<file path="config.mk">
export PLATFORM = sky130hd
export DESIGN_NAME = abort_mult_poller
export DESIGN_NICKNAME = d
export VERILOG_FILES = /design/src/rtl/abort_mult_poller.sv
export SDC_FILE = /design/constraint.sdc
export NUM_CORES = 1
export LEC_CHECK = 0
export BUFFER_PORTS_ARGS = -buffer_cell sky130_fd_sc_hd__buf_2
export CAP_MARGIN = 20
export CELL_PAD_IN_SITES_DETAIL_PLACEMENT = 0
export CELL_PAD_IN_SITES_GLOBAL_PLACEMENT = 1
export CORE_ASPECT_RATIO = 1.2
export CORE_MARGIN = 1
export CORE_UTILIZATION = 40
export DETAILED_ROUTE_END_ITERATION = 6
export PLACE_DENSITY_LB_ADDON = 0.1
export SYNTH_ARGS = -nofsm -noshare
export SYNTH_HDL_FRONTEND = slang
export SYNTH_SLANG_ARGS = --single-unit
</file>
<file path="constraint.sdc">
create_clock -name clk -period 17.84 [get_ports clk]
set_input_delay 2.676 -clock clk [delete_from_list [all_inputs] [get_ports clk]]
set_output_delay 2.676 -clock clk [all_outputs]
set_load 0.1 [all_outputs]
</file>
<file path="src/rtl/abort_mult_poller.sv">
module abort_mult_poller #(
  parameter int NCH = 64
) (
  input  logic                           clk,
  input  logic                           rst_n,
  input  logic                           meas_stb,
  input  logic                           upd_stb,
  input  logic                           set_we,
  input  logic [1:0]                     set_type,
  input  logic [NCH-1:0]                 set_mask,
  input  logic [5:0]                     set_mult,
  output logic [$clog2(NCH)-1:0]         chan_sel,
  input  logic [3:0]                     abort_n,
  input  logic                           chan_ok,
  output logic [3:0]                     abort_out,
  output logic                           abort_any,
  output logic                           svc_irq,
  output logic                           hist_we,
  output logic [$clog2(NCH/4+2)-1:0]     hist_addr,
  output logic [15:0]                    hist_data
);
  localparam int SELW = $clog2(NCH);
  localparam int NGRP = NCH / 4;
  localparam int AW   = $clog2(NGRP + 2);
  localparam logic [5:0] CMAX = 6'h3f;

  typedef enum logic [1:0] {IDLE, SCAN, SUM1, SUM2} st_t;
  st_t state;

  logic [NCH-1:0] mask_set [4];
  logic [NCH-1:0] mask_act [4];
  logic [5:0]     mult_set [4];
  logic [5:0]     mult_act [4];
  logic [5:0]     cnt      [4];
  logic [SELW-1:0] sel;
  logic [15:0]    stat;
  logic           bad_seen;
  logic           scanning;
  logic [3:0]     req_ok;
  logic [3:0]     hit;
  logic [3:0]     ab_next;

  assign scanning = (state == SCAN);
  assign chan_sel = sel;
  assign req_ok   = chan_ok ? ~abort_n : 4'b0000;

  for (genvar t = 0; t < 4; t++) begin : g_type
    assign hit[t]     = req_ok[t] & mask_act[t][sel];
    assign ab_next[t] = (cnt[t] >= mult_act[t]);
  end

  always_ff @(posedge clk) begin
    if (!rst_n) begin
      for (int i = 0; i < 4; i++) begin
        mask_set[i] <= '0;
        mask_act[i] <= '0;
        mult_set[i] <= CMAX;
        mult_act[i] <= CMAX;
      end
    end else begin
      if (set_we) begin
        mask_set[set_type] <= set_mask;
        mult_set[set_type] <= set_mult;
      end
      if (upd_stb) begin
        for (int i = 0; i < 4; i++) begin
          mask_act[i] <= mask_set[i];
          mult_act[i] <= mult_set[i];
        end
      end
    end
  end

  always_ff @(posedge clk) begin
    if (!rst_n) begin
      state     <= IDLE;
      sel       <= '0;
      stat      <= '0;
      bad_seen  <= 1'b0;
      abort_out <= '0;
      abort_any <= 1'b0;
      svc_irq   <= 1'b0;
      hist_we   <= 1'b0;
      hist_addr <= '0;
      hist_data <= '0;
      for (int i = 0; i < 4; i++) cnt[i] <= '0;
    end else begin
      hist_we <= 1'b0;
      case (state)
        IDLE: begin
          if (meas_stb) begin
            state    <= SCAN;
            sel      <= '0;
            bad_seen <= 1'b0;
            for (int i = 0; i < 4; i++) cnt[i] <= '0;
          end
        end
        SCAN: begin
          for (int i = 0; i < 4; i++)
            if (hit[i] && cnt[i] != CMAX) cnt[i] <= cnt[i] + 6'd1;
          if (!chan_ok) bad_seen <= 1'b1;
          stat[{sel[1:0], 2'b00} +: 4] <= req_ok;
          if (sel[1:0] == 2'd3) begin
            hist_we   <= 1'b1;
            hist_addr <= AW'(sel >> 2);
            hist_data <= {req_ok, stat[11:0]};
          end
          if (sel == SELW'(NCH - 1)) begin
            state <= SUM1;
            sel   <= '0;
          end else begin
            sel <= sel + 1'b1;
          end
        end
        SUM1: begin
          abort_out <= ab_next;
          abort_any <= |ab_next;
          svc_irq   <= bad_seen;
          hist_we   <= 1'b1;
          hist_addr <= AW'(NGRP);
          hist_data <= {cnt[1], cnt[0], ab_next};
          state     <= SUM2;
        end
        default: begin
          hist_we   <= 1'b1;
          hist_addr <= AW'(NGRP + 1);
          hist_data <= {cnt[3], cnt[2], 4'b0000};
          state     <= IDLE;
        end
      endcase
    end
  end
endmodule

</file>
==> results of run 1 <==
==> per-stage QoR <==
stage / hold slack [ns] / utilization, % / area [um2]
3_5_place_dp: 0.457 / 42.7 / 28300
6_report: 0.460 / 46.0 / 30500
5_1_grt: 0.497 / 46.0 / 30500
2_1_floorplan: 0.482 / - / 27000
3_3_place_gp: 0.453 / 42.7 / 28300
4_1_cts: 0.465 / 46.0 / 30500
==> layer usage <==
layer,vias to the layer above,track usage [%]
met5,-,0
met4,0,5.87
met3,73,2.56
met2,224,33.6
met1,7420,21.7
li1,7032,-
==> area by class of cell <==
class,count,area share (%)
flip-flops and latches,633,60.6
multi-input cells,1043,25.8
clock buffers,82,5.96
well taps,892,3.66
repair buffers,134,2.53
clock inverters,37,1.08
inverters,35,0.431
==> layout by cell type (no fill, tap or decap), types with 8 or more instances in the layout <==
cell type  instances
clkinv_1          17
buf_2            113
a21o_1            11
xnor2_1           15
a22oi_1           31
clkbuf_1          11
nand3_1           19
a21boi_0          13
nand2b_1          24
o21ai_0           14
o211ai_1          13
dfxtp_1           52
clkbuf_16         71
or2_2             30
ha_1              38
buf_4             16
clkinv_2           8
nor2_1            51
and3_1           325
mux2i_1           15
nor3_1             8
nand2_1           59
nor2b_1           35
inv_1             35
edfxtp_1         578
and2_1           193
mux4_2            65
a21oi_1           15
==> kinds of logic (layout without fill, tap and decap cells) <==
group / Yosys count / after routing
XOR/XNOR: 19 / 19
multiplexers: 85 / 85
buffers and inverters: 176 / 288
AND/OR/NAND/NOR: 771 / 771
AO/OA/AOI/OAI: 130 / 130
flip-flops: 633 / 633
adder cells (fa/ha/maj): 38 / 38
==> sequential cells by signal (all words and copies together), names as in the netlist, 5 cells and up <==
signal     flops
hist_data     16
hist_addr      5
chan_sel       6
stat          12
mask_set     256
mult_set      24
mask_act     256
cnt           24
mult_act      24
==> worst max path at each step <==
| stage | from | end | slack (ns) | depth (start not counted) |
|---|---|---|---|---|
| 2_1_floorplan | upd_stb | mask_act[0][0]$_SDFFCE_PN0P_ | 7.51 | 2 |
| 3_3_place_gp | rst_n | mask_set[0][56]$_SDFFCE_PN0P_ | 11.80 | 5 |
| 3_5_place_dp | rst_n | mask_set[0][56]$_SDFFCE_PN0P_ | 11.71 | 5 |
| 4_1_cts | rst_n | mask_set[0][56]$_SDFFCE_PN0P_ | 12.33 | 5 |
| 5_1_grt | rst_n | mask_act[2][8]$_SDFFCE_PN0P_ | 12.13 | 4 |
| 6_report | rst_n | mask_act[1][50]$_SDFFCE_PN0P_ | 12.42 | 4 |
==> worst max-delay path, delay by kind of cell <==
| family | cells | cell delay, ns |
|---|---|---|
| simple gates | 1 | 0.76 |
| buf+inv | 3 | 1.88 |
==> report_power, final <==
group          internal [uW]  leakage (uW)  switching (uW)
Sequential              1750       0.00640            59.6
Combinational            159       0.00465             377
Clock                    811       0.00104             565
==> results.yml, run 1 <==
synthesis:
  synth_mux_area_share_pct: 6.19
  syn_nets: 1972
  synth_simple_gate_area_share_pct: 16.8
  synth.most_common_cell: "edfxtp_1"
  synth_top_family_by_area: "simple AND/OR/NAND/NOR gates"
  synth.yosys.seq_area_share_pct: 68.4
  synth.top_cells.by_count: "edfxtp_1 (578), and3_1 (325), and2_1 (193)"
  syn_area_um2: 27000
  synthAdderAreaFrac_pct: 1.76
  yosysWarnings: 0
  synth_ff_type: "edfxtp_1"
  synth_xor_area_share_pct: 0.617
  yosys-top-cells-area: "edfxtp_1 (64%), and3_1 (7.5%), mux4_2 (5.4%), and2_1 (4.5%), dfxtp_1 (4.1%)"
  yosys.area.top_type: "edfxtp_1"
  syn_area_per_cell_um2: 14.6
  ys_ff_latch: 633
  ys_types: 55
  syn-instance-count: 1852
  synth-compound-area-share_pct: 3.52
  synth_edf_count: 578
  synth_top_area_share_pct: 64.3
  async_reset_ff_share_pct: 0
critical_path:
  crit_type: "in -> reg"
  cp_slowest_stage_delay_ns: 0.86
  critical-path-slowest-cell: "buf_4"
  arrival_ns: 5.62
  cp_cell_sequence: "clkbuf_8, nand2b_4, buf_12, buf_4"
  worst_setup_path_end_kind: "flip-flop"
  ff2ff_path_depth: 7
  crit_fanout: 160
  cp-start-kind: "primary input"
  regToRegSetupSlack_ns: 13.86
  worst_ep_required_time_ns: 18.04
  r2r-start: "chan_sel[0]$_SDFFE_PN0P_"
  r2r-end: "cnt[3][3]$_SDFFCE_PN0P_"
drt:
  wl_met3_um: 1900
  ant_nets: 0
  first_pass_iters: 5
  dr_wl_met2_um: 32300
  wl_met1_um: 24900
  dr.first_iter.drc_count: 945
  vias: 14700
  post-route-drc-count: 0
  highest_layer: "met4"
  drt-total-wl_um: 60500
  wl_per_cell_um: 21.2
  viasPerCell: 5.16
timing:
  slew_headroom_pct: 29.0
  min_period_over_period_pct: 30.4
  setup_slack_ns: 12.42
  period_needed_ns: 5.42
  hold_viol: 0
  timing.fmax_mhz: 185
  fin_worst_skew_ns: 0.0149
  rsz0062_at_grt: "no"
  drv_slew: 0
  worst_slew_pin_slew_ns: 1.07
  setup_viol: 0
  finalSetupTns_ns: 0
global_route:
  grt_pass1_wl_um: 93300
  grt_max_degree: 222
  antenna_found_initial: 0
  grt.overflow.total: 0
  grt_pass1_vias: 15200
  grt_usage_pct: 18.2
clock_tree:
  post-cts-setup-buffer-count: 0
  cts_tree: "done"
  clk_pin_slew_worst_paths_ns: 0.06
  cts_root_buf: "clkbuf_16"
  clock_latency_ns: 0.58
  htreeDepth: 3
  postCtsResizedCells: 0
  cts_buffer_depth: 3
  cts_hold_buffers: 0
  cts_buffers: 69
  clock-sinks: 633
cells_and_area:
  area_growth_pct: 13.0
  fillers: 5917
  nNetsFinal: 2036
  stdcell_count: 2856
  multi_input_area_um2: 7850
  drive_above_1_share_pct: 17.3
  num_antenna_cells: 0
  final-seq-area_um2: 18500
die:
  die_h_um: 287
  core_area_um2: 66200
  die_w_um: 239
  std_cell_rows: 103
  die-area_um2: 68500
  top_level_ports: 116
  initial_core_util_pct: 40.7
power:
  p_total_uw: 3720
  power_density_nw_per_um2: 122
  power_leakage_uw: 0.0121
  ir_drop_v: 0.0000856
place:
  gp_congestion: 0.751
  post-place-ws_ns: 11.71
  dp_hpwl_um: 36500
  place_inst: 2736
  io_buffers: 115
hold_path:
  min_to: "hist_data[5]$_SDFFE_PN0P_"
  hold_class: "reg -> reg"
  hold_start: "hist_data[5]$_SDFFE_PN0P_"
  holdPathStages: 2
job:
  maxCapViolations: 0
outcome:
  status: "complete, no violations"
(Power assumes the default switching activity.)
==> run 2, diff against run 1 <==
Settings changed: ABC_AREA set to 1.
Clock period 17.84 ns to 5.25 ns, I/O delays scaled along.
==> results.yml, run 2 <==
outcome:
  status: "complete, no violations"
timing:
  drv_slew: 0
  slew_headroom_pct: 27.6
  timing.fmax_mhz: 303
  min_period_over_period_pct: 62.9
  finalSetupTns_ns: 0
  worst_slew_pin_slew_ns: 1.09
  period_needed_ns: 3.30
  hold_viol: 0
  setup_viol: 0
  rsz0062_at_grt: "no"
  fin_worst_skew_ns: 0.0167
drt:
  first_pass_iters: 5
  wl_per_cell_um: 19.1
  drt-total-wl_um: 69900
  viasPerCell: 4.86
  vias: 17800
  post-route-drc-count: 0
  ant_nets: 0
  dr.first_iter.drc_count: 1184
global_route:
  grt.overflow.total: 0
  met2_usage_pct: 36.0
  grt_pass1_wl_um: 107000
  grt-busiest-layer: "met2"
  antenna_found_initial: 0
  grt_pass1_vias: 17900
  gr-usage-met1_pct: 26.3
  grt_max_degree: 95
  grt_use_met3_pct: 2.64
  grt_usage_pct: 20.8
clock_tree:
  clock-sinks: 633
  cts_buffer_depth: 3
  htreeDepth: 3
  postCtsResizedCells: 0
  cts_hold_buffers: 0
  cts_root_buf: "clkbuf_16"
  clock_latency_ns: 0.60
  post-cts-setup-buffer-count: 0
  cts_tree: "done"
  clk_pin_slew_worst_paths_ns: 0.06
  cts_buffers: 68
cells_and_area:
  num_antenna_cells: 0
  drive_above_1_share_pct: 10.4
  nNetsFinal: 2826
  fillers: 6441
  final_util_pct: 45.8
  mostFrequentLayoutCells: "nor2_1 (668), edfxtp_1 (578), inv_1 (427), nand2_1 (299), buf_2 (115)"
  stdcell_area_um2: 30700
  area_growth_pct: 13.3
  largest_registers: "mask_act x256, mask_set x256"
  final_common_cell: "nor2_1"
place:
  gp_congestion: 0.834
  place_area_um2: 28600
  dp_hpwl_um: 43700
  io_buffers: 115
critical_path:
  arrival_ns: 3.58
  crit_fanout: 34
  crit_type: "reg -> reg"
  cp-start-kind: "flip-flop"
  worst_ep_required_time_ns: 5.53
  worst_setup_path_end_kind: "flip-flop"
synthesis:
  yosysWarnings: 0
  ys_types: 39
  yosys.area.top_type: "edfxtp_1"
  synth.yosys.seq_area_share_pct: 68.0
  syn-instance-count: 2610
  synth_edf_count: 578
  synth.most_common_cell: "nor2_1"
  synth.top_cells.by_count: "nor2_1 (668), edfxtp_1 (578), inv_1 (429)"
  synth_ff_type: "edfxtp_1"
  syn_area_um2: 27100
  yosys-top-cells-area: "edfxtp_1 (64%), nor2_1 (9.2%), inv_1 (5.9%), nand2_1 (4.2%), dfxtp_1 (4.1%)"
  syn_nets: 2730
  syn_area_per_cell_um2: 10.4
  ys_ff_latch: 633
  async_reset_ff_share_pct: 0
  synth_top_area_share_pct: 63.9
power:
  power_density_nw_per_um2: 425
  p_total_uw: 13100
  ir_drop_v: 0.000322
  power_leakage_uw: 0.0132
die:
  die_h_um: 287
  die-area_um2: 68900
  top_level_ports: 116
  die_w_um: 240
  std_cell_rows: 104
  core_area_um2: 67100
  initial_core_util_pct: 40.4
hold_path:
  hold_class: "reg -> reg"
job:
  maxCapViolations: 0
run 2: logic make-up (layout without fill, tap and decap cells):
group	Yosys count	in the layout	share of synthesized area [%]
AND/OR/NAND/NOR	1121	1121	16.5
flip-flops	633	633	68.0
buffers and inverters	556	703	8.13
AO/OA/AOI/OAI	247	247	5.18
adder cells (fa/ha/maj)	38	38	1.75
XOR/XNOR	15	15	0.484
run 2: per-stage QoR:
step | instances | hold slack, ns | worst slack [ns]
detailed placement | 3537 | 0.461 | 1.92
global placement | 3537 | 0.455 | 1.94
finish | 3658 | 0.462 | 1.95
CTS | 3658 | 0.454 | 1.94
floorplan | 2610 | 0.445 | 0.406
global route | 3658 | 0.482 | 1.68
run 2: per-layer routing:
layer  vias up  wire length, um  share of wire [%]
li1       8623                -                  -
met1      8633            29800                 43
met2       399            35100                 50
met3       111             2670                3.8
met4         0             2290                3.3
met5         -                0                  0
run 2: power breakdown:
group	internal (uW)	switching (uW)
Combinational	537	1760
Sequential	5950	193
Clock	2670	1970
Total	9160	3920
run 2: critical path, cell delays in order, from the launching register on:
cell and delay, ns:
dfxtp_2 0.62, clkinv_2 0.66, buf_4 0.43, nor2_1 0.11
o21ai_0 0.12, nand3_1 0.13, nand3_1 0.10, nand2_1 0.09
nand3_1 0.08, nand2_1 0.17, nand2_2 0.15, nand2_1 0.25
run 2: final timing paths:
path / start / to / slack [ns] / cells after the start
hold / removal: hist_data[1]$_SDFFE_PN0P_ / hist_data[1]$_SDFFE_PN0P_ / 0.46 / 2
setup / recovery: chan_sel[1]$_SDFFE_PN0P_ / cnt[1][1]$_SDFFCE_PN0P_ / 1.95 / 11
setup reg to reg: chan_sel[1]$_SDFFE_PN0P_ / cnt[1][1]$_SDFFCE_PN0P_ / 1.95 / 11
hold reg to reg: hist_data[1]$_SDFFE_PN0P_ / hist_data[1]$_SDFFE_PN0P_ / 0.46 / 2
run 2: final cells by class:
class / count / area [um2] / area share (%)
clock buffers: 88 / 1840 / 5.97
clock inverters: 33 / 277 / 0.899
inverters: 434 / 1640 / 5.32
multi-input cells: 1421 / 6520 / 21.2
flip-flops and latches: 633 / 18500 / 60.0
well taps: 901 / 1130 / 3.67
repair buffers: 148 / 886 / 2.88
